`src/rtl/opp_seq_pkg.sv`:
```
package opp_seq_pkg;

  typedef enum logic [1:0] {
    ST_IDLE  = 2'd0,
    ST_VWAIT = 2'd1,
    ST_CWAIT = 2'd2
  } seq_state_e;

endpackage

```
`src/rtl/opp_code_table.sv`:
```
module opp_code_table #(
  parameter int NUM_LVL = 3,
  parameter int LW      = 2,
  parameter int VW      = 7,
  parameter int CW      = 5,
  parameter int V_LO    = 80,
  parameter int V_STEP  = 10,
  parameter int F_LO    = 6,
  parameter int F_STEP  = 3
) (
  input  logic [VW-1:0]               vmin_code,
  input  logic [LW-1:0]               req_level,
  output logic [NUM_LVL-1:0][VW-1:0]  vtab,
  output logic [NUM_LVL-1:0][CW-1:0]  ctab,
  output logic [LW-1:0]               req_clamped
);

  localparam logic [LW-1:0] TOP_LVL = LW'(NUM_LVL - 1);

  // Codes grow linearly with the level index.
  for (genvar g = 0; g < NUM_LVL; g++) begin : g_point
    assign vtab[g] = VW'(V_LO + g * V_STEP);
    assign ctab[g] = CW'(F_LO + g * F_STEP);
  end

  logic [LW-1:0] floor_lvl;
  logic          floor_hit;
  logic [LW-1:0] in_range;

  // The floor is the lowest level whose voltage is at or above the minimum.
  always_comb begin
    floor_lvl = TOP_LVL;
    floor_hit = 1'b0;
    for (int i = 0; i < NUM_LVL; i++) begin
      if (!floor_hit && (vtab[i] >= vmin_code)) begin
        floor_lvl = LW'(i);
        floor_hit = 1'b1;
      end
    end
  end

  always_comb begin
    in_range    = (req_level > TOP_LVL) ? TOP_LVL : req_level;
    req_clamped = (in_range < floor_lvl) ? floor_lvl : in_range;
  end

endmodule

```
`src/rtl/opp_req_hold.sv`:
```
module opp_req_hold #(
  parameter int LW = 2
) (
  input  logic          clk,
  input  logic          rst_n,
  input  logic          cap,
  input  logic [LW-1:0] cap_lvl,
  input  logic          take,
  output logic          pend_valid,
  output logic [LW-1:0] pend_lvl
);

  // Single slot: a newer capture overwrites, capture beats consumption.
  always_ff @(posedge clk) begin
    if (!rst_n) begin
      pend_valid <= 1'b0;
      pend_lvl   <= '0;
    end else if (cap) begin
      pend_valid <= 1'b1;
      pend_lvl   <= cap_lvl;
    end else if (take) begin
      pend_valid <= 1'b0;
    end
  end

endmodule

```
`src/rtl/opp_wait_timer.sv`:
```
module opp_wait_timer #(
  parameter int TW = 8
) (
  input  logic          clk,
  input  logic          rst_n,
  input  logic          arm,
  input  logic          rearm,
  input  logic [TW-1:0] limit,
  output logic          expired
);

  logic [TW-1:0] cnt_q;

  // Counts cycles spent in the current wait; saturates at the limit.
  always_ff @(posedge clk) begin
    if (!rst_n) begin
      cnt_q <= '0;
    end else if (!arm || rearm) begin
      cnt_q <= '0;
    end else if (cnt_q != limit) begin
      cnt_q <= cnt_q + 1'b1;
    end
  end

  assign expired = arm && !rearm && (cnt_q == limit);

endmodule

```
`src/rtl/opp_step_sequencer.sv`:
```
module opp_step_sequencer
  import opp_seq_pkg::*;
#(
  parameter int NUM_LVL = 3,
  parameter int VW      = 7,
  parameter int CW      = 5,
  parameter int TW      = 8,
  parameter int V_LO    = 80,
  parameter int V_STEP  = 10,
  parameter int F_LO    = 6,
  parameter int F_STEP  = 3,
  parameter int RST_LVL = 1,
  localparam int LW     = $clog2(NUM_LVL)
) (
  input  logic          clk,
  input  logic          rst_n,
  input  logic          req_valid,
  input  logic [LW-1:0] req_level,
  input  logic [VW-1:0] vmin_code,
  input  logic [TW-1:0] tmo_limit,
  output logic [VW-1:0] vreg_code,
  output logic          vreg_req,
  input  logic          vreg_ack,
  output logic [CW-1:0] clk_sel,
  output logic          clk_req,
  input  logic          clk_ack,
  output logic          busy,
  output logic [LW-1:0] cur_level,
  output logic          err
);

  localparam logic [LW-1:0] RST_IDX = LW'(RST_LVL);

  logic [NUM_LVL-1:0][VW-1:0] vtab;
  logic [NUM_LVL-1:0][CW-1:0] ctab;
  logic [LW-1:0]              req_clamp;
  logic                       pend_valid;
  logic [LW-1:0]              pend_lvl;
  logic                       tmo_hit;

  seq_state_e    st_q;
  logic          step_up_q;
  logic [LW-1:0] tgt_q;
  logic [LW-1:0] done_q;
  logic [VW-1:0] vcode_q;
  logic [CW-1:0] csel_q;
  logic          vreq_q;
  logic          creq_q;
  logic          busy_q;
  logic          err_q;

  logic          idle;
  logic          have_req;
  logic [LW-1:0] cand;
  logic          v_done;
  logic          c_done;

  opp_code_table #(
    .NUM_LVL(NUM_LVL), .LW(LW), .VW(VW), .CW(CW),
    .V_LO(V_LO), .V_STEP(V_STEP), .F_LO(F_LO), .F_STEP(F_STEP)
  ) u_table (
    .vmin_code  (vmin_code),
    .req_level  (req_level),
    .vtab       (vtab),
    .ctab       (ctab),
    .req_clamped(req_clamp)
  );

  assign idle     = (st_q == ST_IDLE);
  assign have_req = req_valid || pend_valid;
  assign cand     = req_valid ? req_clamp : pend_lvl;
  assign v_done   = (st_q == ST_VWAIT) && vreg_ack;
  assign c_done   = (st_q == ST_CWAIT) && clk_ack;

  opp_req_hold #(.LW(LW)) u_hold (
    .clk       (clk),
    .rst_n     (rst_n),
    .cap       (req_valid && !idle),
    .cap_lvl   (req_clamp),
    .take      (idle && have_req),
    .pend_valid(pend_valid),
    .pend_lvl  (pend_lvl)
  );

  opp_wait_timer #(.TW(TW)) u_timer (
    .clk    (clk),
    .rst_n  (rst_n),
    .arm    (!idle),
    .rearm  (v_done || c_done),
    .limit  (tmo_limit),
    .expired(tmo_hit)
  );

  always_ff @(posedge clk) begin
    if (!rst_n) begin
      st_q      <= ST_IDLE;
      step_up_q <= 1'b0;
      tgt_q     <= RST_IDX;
      done_q    <= RST_IDX;
      vcode_q   <= vtab[RST_IDX];
      csel_q    <= ctab[RST_IDX];
      vreq_q    <= 1'b0;
      creq_q    <= 1'b0;
      busy_q    <= 1'b0;
      err_q     <= 1'b0;
    end else begin
      case (st_q)
        ST_IDLE: begin
          if (have_req && (cand != done_q)) begin
            busy_q <= 1'b1;
            tgt_q  <= cand;
            if (cand > done_q) begin
              // Upward: rail first.
              step_up_q <= 1'b1;
              vcode_q   <= vtab[cand];
              vreq_q    <= 1'b1;
              st_q      <= ST_VWAIT;
            end else begin
              // Downward: clock first.
              step_up_q <= 1'b0;
              csel_q    <= ctab[cand];
              creq_q    <= 1'b1;
              st_q      <= ST_CWAIT;
            end
          end
        end
        ST_VWAIT: begin
          if (vreg_ack) begin
            vreq_q <= 1'b0;
            if (step_up_q) begin
              csel_q <= ctab[tgt_q];
              creq_q <= 1'b1;
              st_q   <= ST_CWAIT;
            end else begin
              done_q <= tgt_q;
              busy_q <= 1'b0;
              st_q   <= ST_IDLE;
            end
          end else if (tmo_hit) begin
            vcode_q <= vtab[done_q];
            csel_q  <= ctab[done_q];
            vreq_q  <= 1'b0;
            creq_q  <= 1'b0;
            busy_q  <= 1'b0;
            err_q   <= 1'b1;
            st_q    <= ST_IDLE;
          end
        end
        ST_CWAIT: begin
          if (clk_ack) begin
            creq_q <= 1'b0;
            if (!step_up_q) begin
              vcode_q <= vtab[tgt_q];
              vreq_q  <= 1'b1;
              st_q    <= ST_VWAIT;
            end else begin
              done_q <= tgt_q;
              busy_q <= 1'b0;
              st_q   <= ST_IDLE;
            end
          end else if (tmo_hit) begin
            vcode_q <= vtab[done_q];
            csel_q  <= ctab[done_q];
            vreq_q  <= 1'b0;
            creq_q  <= 1'b0;
            busy_q  <= 1'b0;
            err_q   <= 1'b1;
            st_q    <= ST_IDLE;
          end
        end
        default: st_q <= ST_IDLE;
      endcase
    end
  end

  assign vreg_code = vcode_q;
  assign vreg_req  = vreq_q;
  assign clk_sel   = csel_q;
  assign clk_req   = creq_q;
  assign busy      = busy_q;
  assign cur_level = done_q;
  assign err       = err_q;

endmodule

```
`config.mk`:
```
export PLATFORM = sky130hd
export DESIGN_NAME = opp_step_sequencer
export DESIGN_NICKNAME = d
export VERILOG_FILES = /design/src/rtl/opp_seq_pkg.sv /design/src/rtl/opp_code_table.sv /design/src/rtl/opp_req_hold.sv /design/src/rtl/opp_wait_timer.sv /design/src/rtl/opp_step_sequencer.sv
export SDC_FILE = /design/constraint.sdc
export NUM_CORES = 1
export LEC_CHECK = 0
export CAP_MARGIN = 10
export CORE_MARGIN = 2
export CORE_UTILIZATION = 53
export CTS_CLUSTER_SIZE = 16
export DETAILED_ROUTE_END_ITERATION = 12
export PLACE_DENSITY = 0.8
export SLEW_MARGIN = 20
export SYNTH_ARGS = -nofsm -noshare
export SYNTH_HDL_FRONTEND = slang
export SYNTH_SLANG_ARGS = --single-unit
```
`constraint.sdc`:
```
create_clock -name clk -period 4.8 [get_ports clk]
set_input_delay 1.44 -clock clk [delete_from_list [all_inputs] [get_ports clk]]
set_output_delay 1.44 -clock clk [all_outputs]
set_load 0.02 [all_outputs]
```
==> flow_summary.json, run 1 <==
{
  "hold_end": "clk_sel[4]",
  "p_clk_frac": 0.140,
  "cts_tree": "done",
  "htreeDepth": 2,
  "pwr-share-seq": 0.271,
  "cts.sinks": 34,
  "holdPathStages": 2,
  "powerDensity_nw_per_um2": 538,
  "rsz0062_at_grt": "false",
  "syn_nets": 332,
  "clk-insertion-delay-late_ns": 0.29,
  "io_pins": 40,
  "worst_slack_ns": 0.250,
  "maxSlewViolCount": 0,
  "final_cell_mix": "clkdlybuf4s50_1, dfxtp_1, nor2_1",
  "clk_transition_reported_paths_ns": 0.07,
  "wl_mm": 5.98,
  "period_needed_ns": 4.55,
  "whs_ns": 0.433,
  "coreArea_um2": 4320,
  "status": "finished, final reports clean",
  "finalClockSkew_ns": 0.00838,
  "synthCells": 289,
  "fillCellCount": 393,
  "drive_gt1_frac": 0.0727,
  "hold_viol_final": 0,
  "crit_arrival_ns": 4.71,
  "rr_endpoint": "clk_sel[0]",
  "p_leak_nw": 1.11,
  "firstDrtPassIters": 4,
  "synthToLayoutAreaGrowth_pct": 23.2,
  "ctsHoldBuffers": 0,
  "ir_worst_vdd_mv": 0.351,
  "regArea_um2": 681,
  "crit_chain": "clkdlybuf4s50_1 > nand2_1 > o21bai_1 > nand2_1 > ha_1 > o41ai_1 > mux2i_1 > ha_1 > o2bb2ai_1 > a21oi_1 > nand4b_1 > a221oi_1 > o21ai_1",
  "cts_resized": 0,
  "via_per_inst": 5.92,
  "hold_class": "flop to flop",
  "reg2regPathDepth": 6,
  "min_from": "clk_sel[4]",
  "rows": 24,
  "antenna_cells": 0,
  "final_common_cell": "clkdlybuf4s50_1",
  "grt_use_total": 0.251,
  "slowest_delay_ns": 0.47,
  "synth.distinct_cells": 54,
  "grt_overflow_total": 0,
  "drt_iter0_drc": 167,
  "crit_type": "input port to flop",
  "period_share": 0.948,
  "maxUsedRoutingLayer": "met4",
  "met2WireLength_mm": 2.85,
  "yosysSeqAreaShare": 0.289,
  "synth-edff-count": 0,
  "cts_buffers": 5,
  "intPower_w": 0.000854,
  "dpl-instance-area_um2": 2810,
  "grt_pass1_wl_mm": 10.1,
  "post-route-cell-area_um2": 2910,
  "p_sw_w": 0.000709,
  "dp_hpwl_mm": 4.40,
  "worst_setup_path_start_kind": "input port",
  "grt_pass1_vias": 2167,
  "cp.required_ns": 4.96,
  "die_area_um2": 5000,
  "crit_path_top_delay_cell": "clkdlybuf4s50_1",
  "finalSetupViolCount": 0,
  "multi_input_area_um2": 1550,
  "async_reset_ff_frac": 0,
  "die_w_um": 70.7,
  "dpl_worst_slack_ns": -0.00988,
  "wl_met3_um": 416,
  "clock_path_buffers": 2,
  "cp-end-kind": "flop",
  "worst_pin_slew_ns": 0.691,
  "drc": 0,
  "cts-root-buf": "clkbuf_8",
  "critPathBufInv": 1,
  "ys.flop_type": "dfxtp_1",
  "fmax_ghz": 0.220,
  "rrSetupSlack_ns": 2.23,
  "rr_startpoint": "st_q[0]",
  "wl_per_cell_um": 15.7,
  "drt-met1-wl_mm": 2.60,
  "tns_ns": 0,
  "ys_warn_count": 0,
  "syn_avg_cell_area_um2": 8.16,
  "crit_family": "compound AO/OA/AOI/OAI gates",
  "ant_nets": 0,
  "cp_max_fo": 6,
  "grt_max_degree": 23,
  "power_switching_share": 0.454,
  "p_comb_frac": 0.589,
  "relSlewSlack": 0.540,
  "post_cts_buffers": 0,
  "finalWeightedCongestion": 0.954,
  "start_util": 0.545,
  "synth_area_um2": 2360,
  "port_buffers": 39,
  "final_nets": 372,
  "ys_seq_elements": 34,
  "die_h_um": 70.7,
  "vias": 2263,
  "cap_violations": 0,
  "antenna_found_initial": 0
}
-- Yosys cell counts (6+ instances only) --
library cell / count / area, um2
nand2_1: 26 / 97.6
nand3_1: 12 / 60.1
mux2i_1: 6 / 60.1
dfxtp_1: 34 / 681
a211oi_1: 6 / 45.0
ha_1: 21 / 263
clkbuf_1: 10 / 37.5
o21ai_0: 12 / 60.1
nor2_1: 28 / 105
o21a_1: 6 / 45.0
xnor2_1: 7 / 61.3
xor2_1: 8 / 70.1
a21oi_1: 17 / 85.1
inv_1: 18 / 67.6
-- worst max-delay path by stage --
stage	cells after the start	endpoint	start	slack [ns]
6_report	13	vreg_code[4]	vmin_code[4]	0.25
5_1_grt	13	vreg_code[4]	vmin_code[1]	0.008
4_1_cts	13	vreg_code[4]	vmin_code[4]	0.30
3_5_place_dp	13	vreg_code[4]	vmin_code[3]	-0.01
3_3_place_gp	13	vreg_code[4]	vmin_code[4]	0.14
2_1_floorplan	14	vreg_code[4]	vmin_code[4]	0.63
-- metrics by stage --
stage | utilization | total power (W) | instances
4_1_cts | 0.672 | 0.00156 | 382
3_5_place_dp | 0.651 | 0.00133 | 374
3_3_place_gp | 0.651 | 0.00132 | 374
5_1_grt | 0.672 | 0.00169 | 382
6_report | 0.672 | 0.00156 | 382
2_1_floorplan | - | 0.00104 | 289
-- sequential cells by signal (all words and copies together), names as in the netlist --
register	count
u_hold.pend_lvl	2
tgt_q	2
u_timer.cnt_q	8
u_hold.pend_valid	1
step_up_q	1
clk_sel	5
clk_req	1
busy	1
err	1
vreg_req	1
st_q	2
cur_level	2
vreg_code	7
-- per-layer routing --
metal | global-route usage | up-vias
met1 | 0.336 | 1050
met3 | 0.0484 | 12
li1 | - | 1125
met2 | 0.399 | 76
met4 | 0.103 | 0
met5 | 0 | -
-- logic make-up after synthesis --
kind of cell,after synthesis,share of synthesized area
AND/OR/NAND/NOR,101,0.223
buffers and inverters,32,0.0541
multiplexers,6,0.0255
flip-flops,34,0.289
adder cells (fa/ha/maj),21,0.111
AO/OA/AOI/OAI,80,0.242
XOR/XNOR,15,0.0557
-- worst register-to-register path, cell delays in order, from the launching register on --
cell and delay, ns:
dfxtp_1 0.38, inv_1 0.08, ha_1 0.38, a221oi_4 0.52
nand3_2 0.40, o311a_1 0.46, o311ai_1 0.25
-- cell type report --
class,instances,area share
multi-input cells,223,0.534
flip-flops and latches,34,0.234
repair buffers,47,0.155
clock buffers,7,0.0297
inverters,18,0.0233
well taps,52,0.0224
clock inverters,1,0.00172
-- power groups by stage --
stage / logic [W] / registers [W] / clock network, W
5_1_grt: 0.00101 / 0.000435 / 0.000237
4_1_cts: 0.000911 / 0.000422 / 0.000223
2_1_floorplan: 0.000577 / 0.000464 / 0
6_report: 0.000921 / 0.000424 / 0.000218
3_5_place_dp: 0.000903 / 0.000427 / 0
3_3_place_gp: 0.000891 / 0.000424 / 0
Power figures use the tool's default switching activity.
==> run 2: changes to the inputs <==
CORE_UTILIZATION = 52   (was 53)
PLACE_DENSITY = 0.78   (was 0.8)
==> flow_summary.json, run 2 (synthesis results as in run 1) <==
{
  "status": "finished, final reports clean",
  "grt_overflow_total": 0,
  "cts-root-buf": "clkbuf_8",
  "start_util": 0.542,
  "ctsHoldBuffers": 0,
  "tns_ns": 0,
  "coreArea_um2": 4350,
  "grt_pass1_wl_mm": 9.96,
  "finalWeightedCongestion": 0.883,
  "maxSlewViolCount": 0,
  "clk-insertion-delay-late_ns": 0.29,
  "p_leak_nw": 1.12,
  "hold_class": "flop to flop",
  "powerDensity_nw_per_um2": 542,
  "drc": 0,
  "cp.required_ns": 4.99,
  "cts_resized": 0,
  "rsz0062_at_grt": "false",
  "rrSetupSlack_ns": 2.25,
  "crit_path_top_delay_cell": "clkdlybuf4s50_1",
  "worst_pin_slew_ns": 0.662,
  "ir_worst_vdd_mv": 0.376,
  "crit_type": "input port to flop",
  "pwr-share-seq": 0.269,
  "antenna_cells": 0,
  "drive_gt1_frac": 0.0729,
  "wl_per_cell_um": 15.6,
  "die_h_um": 71.3,
  "period_needed_ns": 4.51,
  "p_comb_frac": 0.572,
  "finalClockSkew_ns": 0.00914,
  "firstDrtPassIters": 4,
  "post_cts_buffers": 0,
  "p_sw_w": 0.000703,
  "regMostFlops": "u_timer.cnt_q",
  "port_buffers": 39,
  "dp_hpwl_mm": 4.38,
  "worst_slack_ns": 0.292,
  "cap_violations": 0,
  "cts_tree": "done",
  "cts_buffers": 5,
  "fmax_ghz": 0.222,
  "finalSetupViolCount": 0,
  "clock_path_buffers": 2,
  "power_switching_share": 0.445,
  "fin_util": 0.670,
  "crit_chain": "clkdlybuf4s50_1 > nand2_1 > o21bai_1 > nand2_1 > ha_1 > o41ai_1 > mux2i_1 > ha_1 > o2bb2ai_1 > a21oi_1 > and4b_1 > nor2_1 > o41ai_1",
  "p_clk_frac": 0.158,
  "fillCellCount": 370,
  "drt_iter0_drc": 184,
  "synthToLayoutAreaGrowth_pct": 23.7,
  "finalPower_w": 0.00158,
  "cp_max_fo": 6,
  "die_w_um": 71.3,
  "ant_nets": 0,
  "grt_use_total": 0.245,
  "final_nets": 371,
  "final_cell_mix": "clkdlybuf4s50_1, dfxtp_1, nor2_1",
  "antenna_found_initial": 0,
  "htreeDepth": 2,
  "wl_mm": 5.96,
  "grt_pass1_vias": 2130,
  "relSlewSlack": 0.558,
  "vias": 2267,
  "clk_transition_reported_paths_ns": 0.07,
  "final_common_cell": "clkdlybuf4s50_1",
  "cp-end-kind": "flop",
  "worst_setup_path_start_kind": "input port",
  "io_pins": 40,
  "largest_reg_flops": 8,
  "die_area_um2": 5090,
  "intPower_w": 0.000878,
  "via_per_inst": 5.95,
  "grt_max_degree": 23,
  "hold_viol_final": 0,
  "dpl_worst_slack_ns": 0.0602,
  "cts.sinks": 34,
  "rows": 24,
  "period_share": 0.939,
  "crit_arrival_ns": 4.70,
  "slowest_delay_ns": 0.48
}
[run 2: cell count changes in the layout (fill, tap and decap cells not counted), sizes merged]
cell / before / now
buf: 8 / 7
clkbuf: 7 / 8
clkinv: 1 / 0
[run 2: stage by stage]
step,cells,cell area (um2),hold WS [ns]
floorplan,289,2360,0.460
global placement,373,2810,0.423
detailed placement,373,2810,0.426
CTS,381,2920,0.439
global route,381,2920,0.455
finish,381,2920,0.436
[run 2: final cells by class]
type | count | area, um2 | share of cell area
tap | 52 | 65.1 | 0.0223
multi-input combinational | 223 | 1550 | 0.532
inverter | 18 | 67.6 | 0.0232
clock buffer | 8 | 110 | 0.0378
sequential | 34 | 681 | 0.233
timing repair buffer | 46 | 443 | 0.152
[run 2: power groups by stage]
stage,sequential (W),clock (W),combinational [W]
floorplan,0.000464,0,0.000577
global placement,0.000429,0,0.000881
detailed placement,0.000429,0,0.000891
CTS,0.000423,0.000255,0.000895
global route,0.000434,0.000272,0.000998
finish,0.000426,0.000251,0.000905
[run 2: final timing paths]
path / startpoint / endpoint / cells past startpoint
max reg2reg: st_q[0] / clk_sel[0] / 6
max: vmin_code[4] / vreg_code[6] / 13
min reg2reg: vreg_code[0] / vreg_code[0] / 2
min: vreg_code[0] / vreg_code[0] / 2
[run 2: metal layers]
layer	share of wire	GRT usage
met1	0.46	0.328
met2	0.46	0.390
met3	0.056	0.0478
met4	0.017	0.0964
met5	0	0
[run 2: critical path: cells and delay by family]
family / cells / cell delay (ns)
buf+inv: 1 / 0.48
fa+ha+maj: 2 / 0.57
mux: 1 / 0.18
simple gates: 4 / 0.64
compound gates: 5 / 1.39
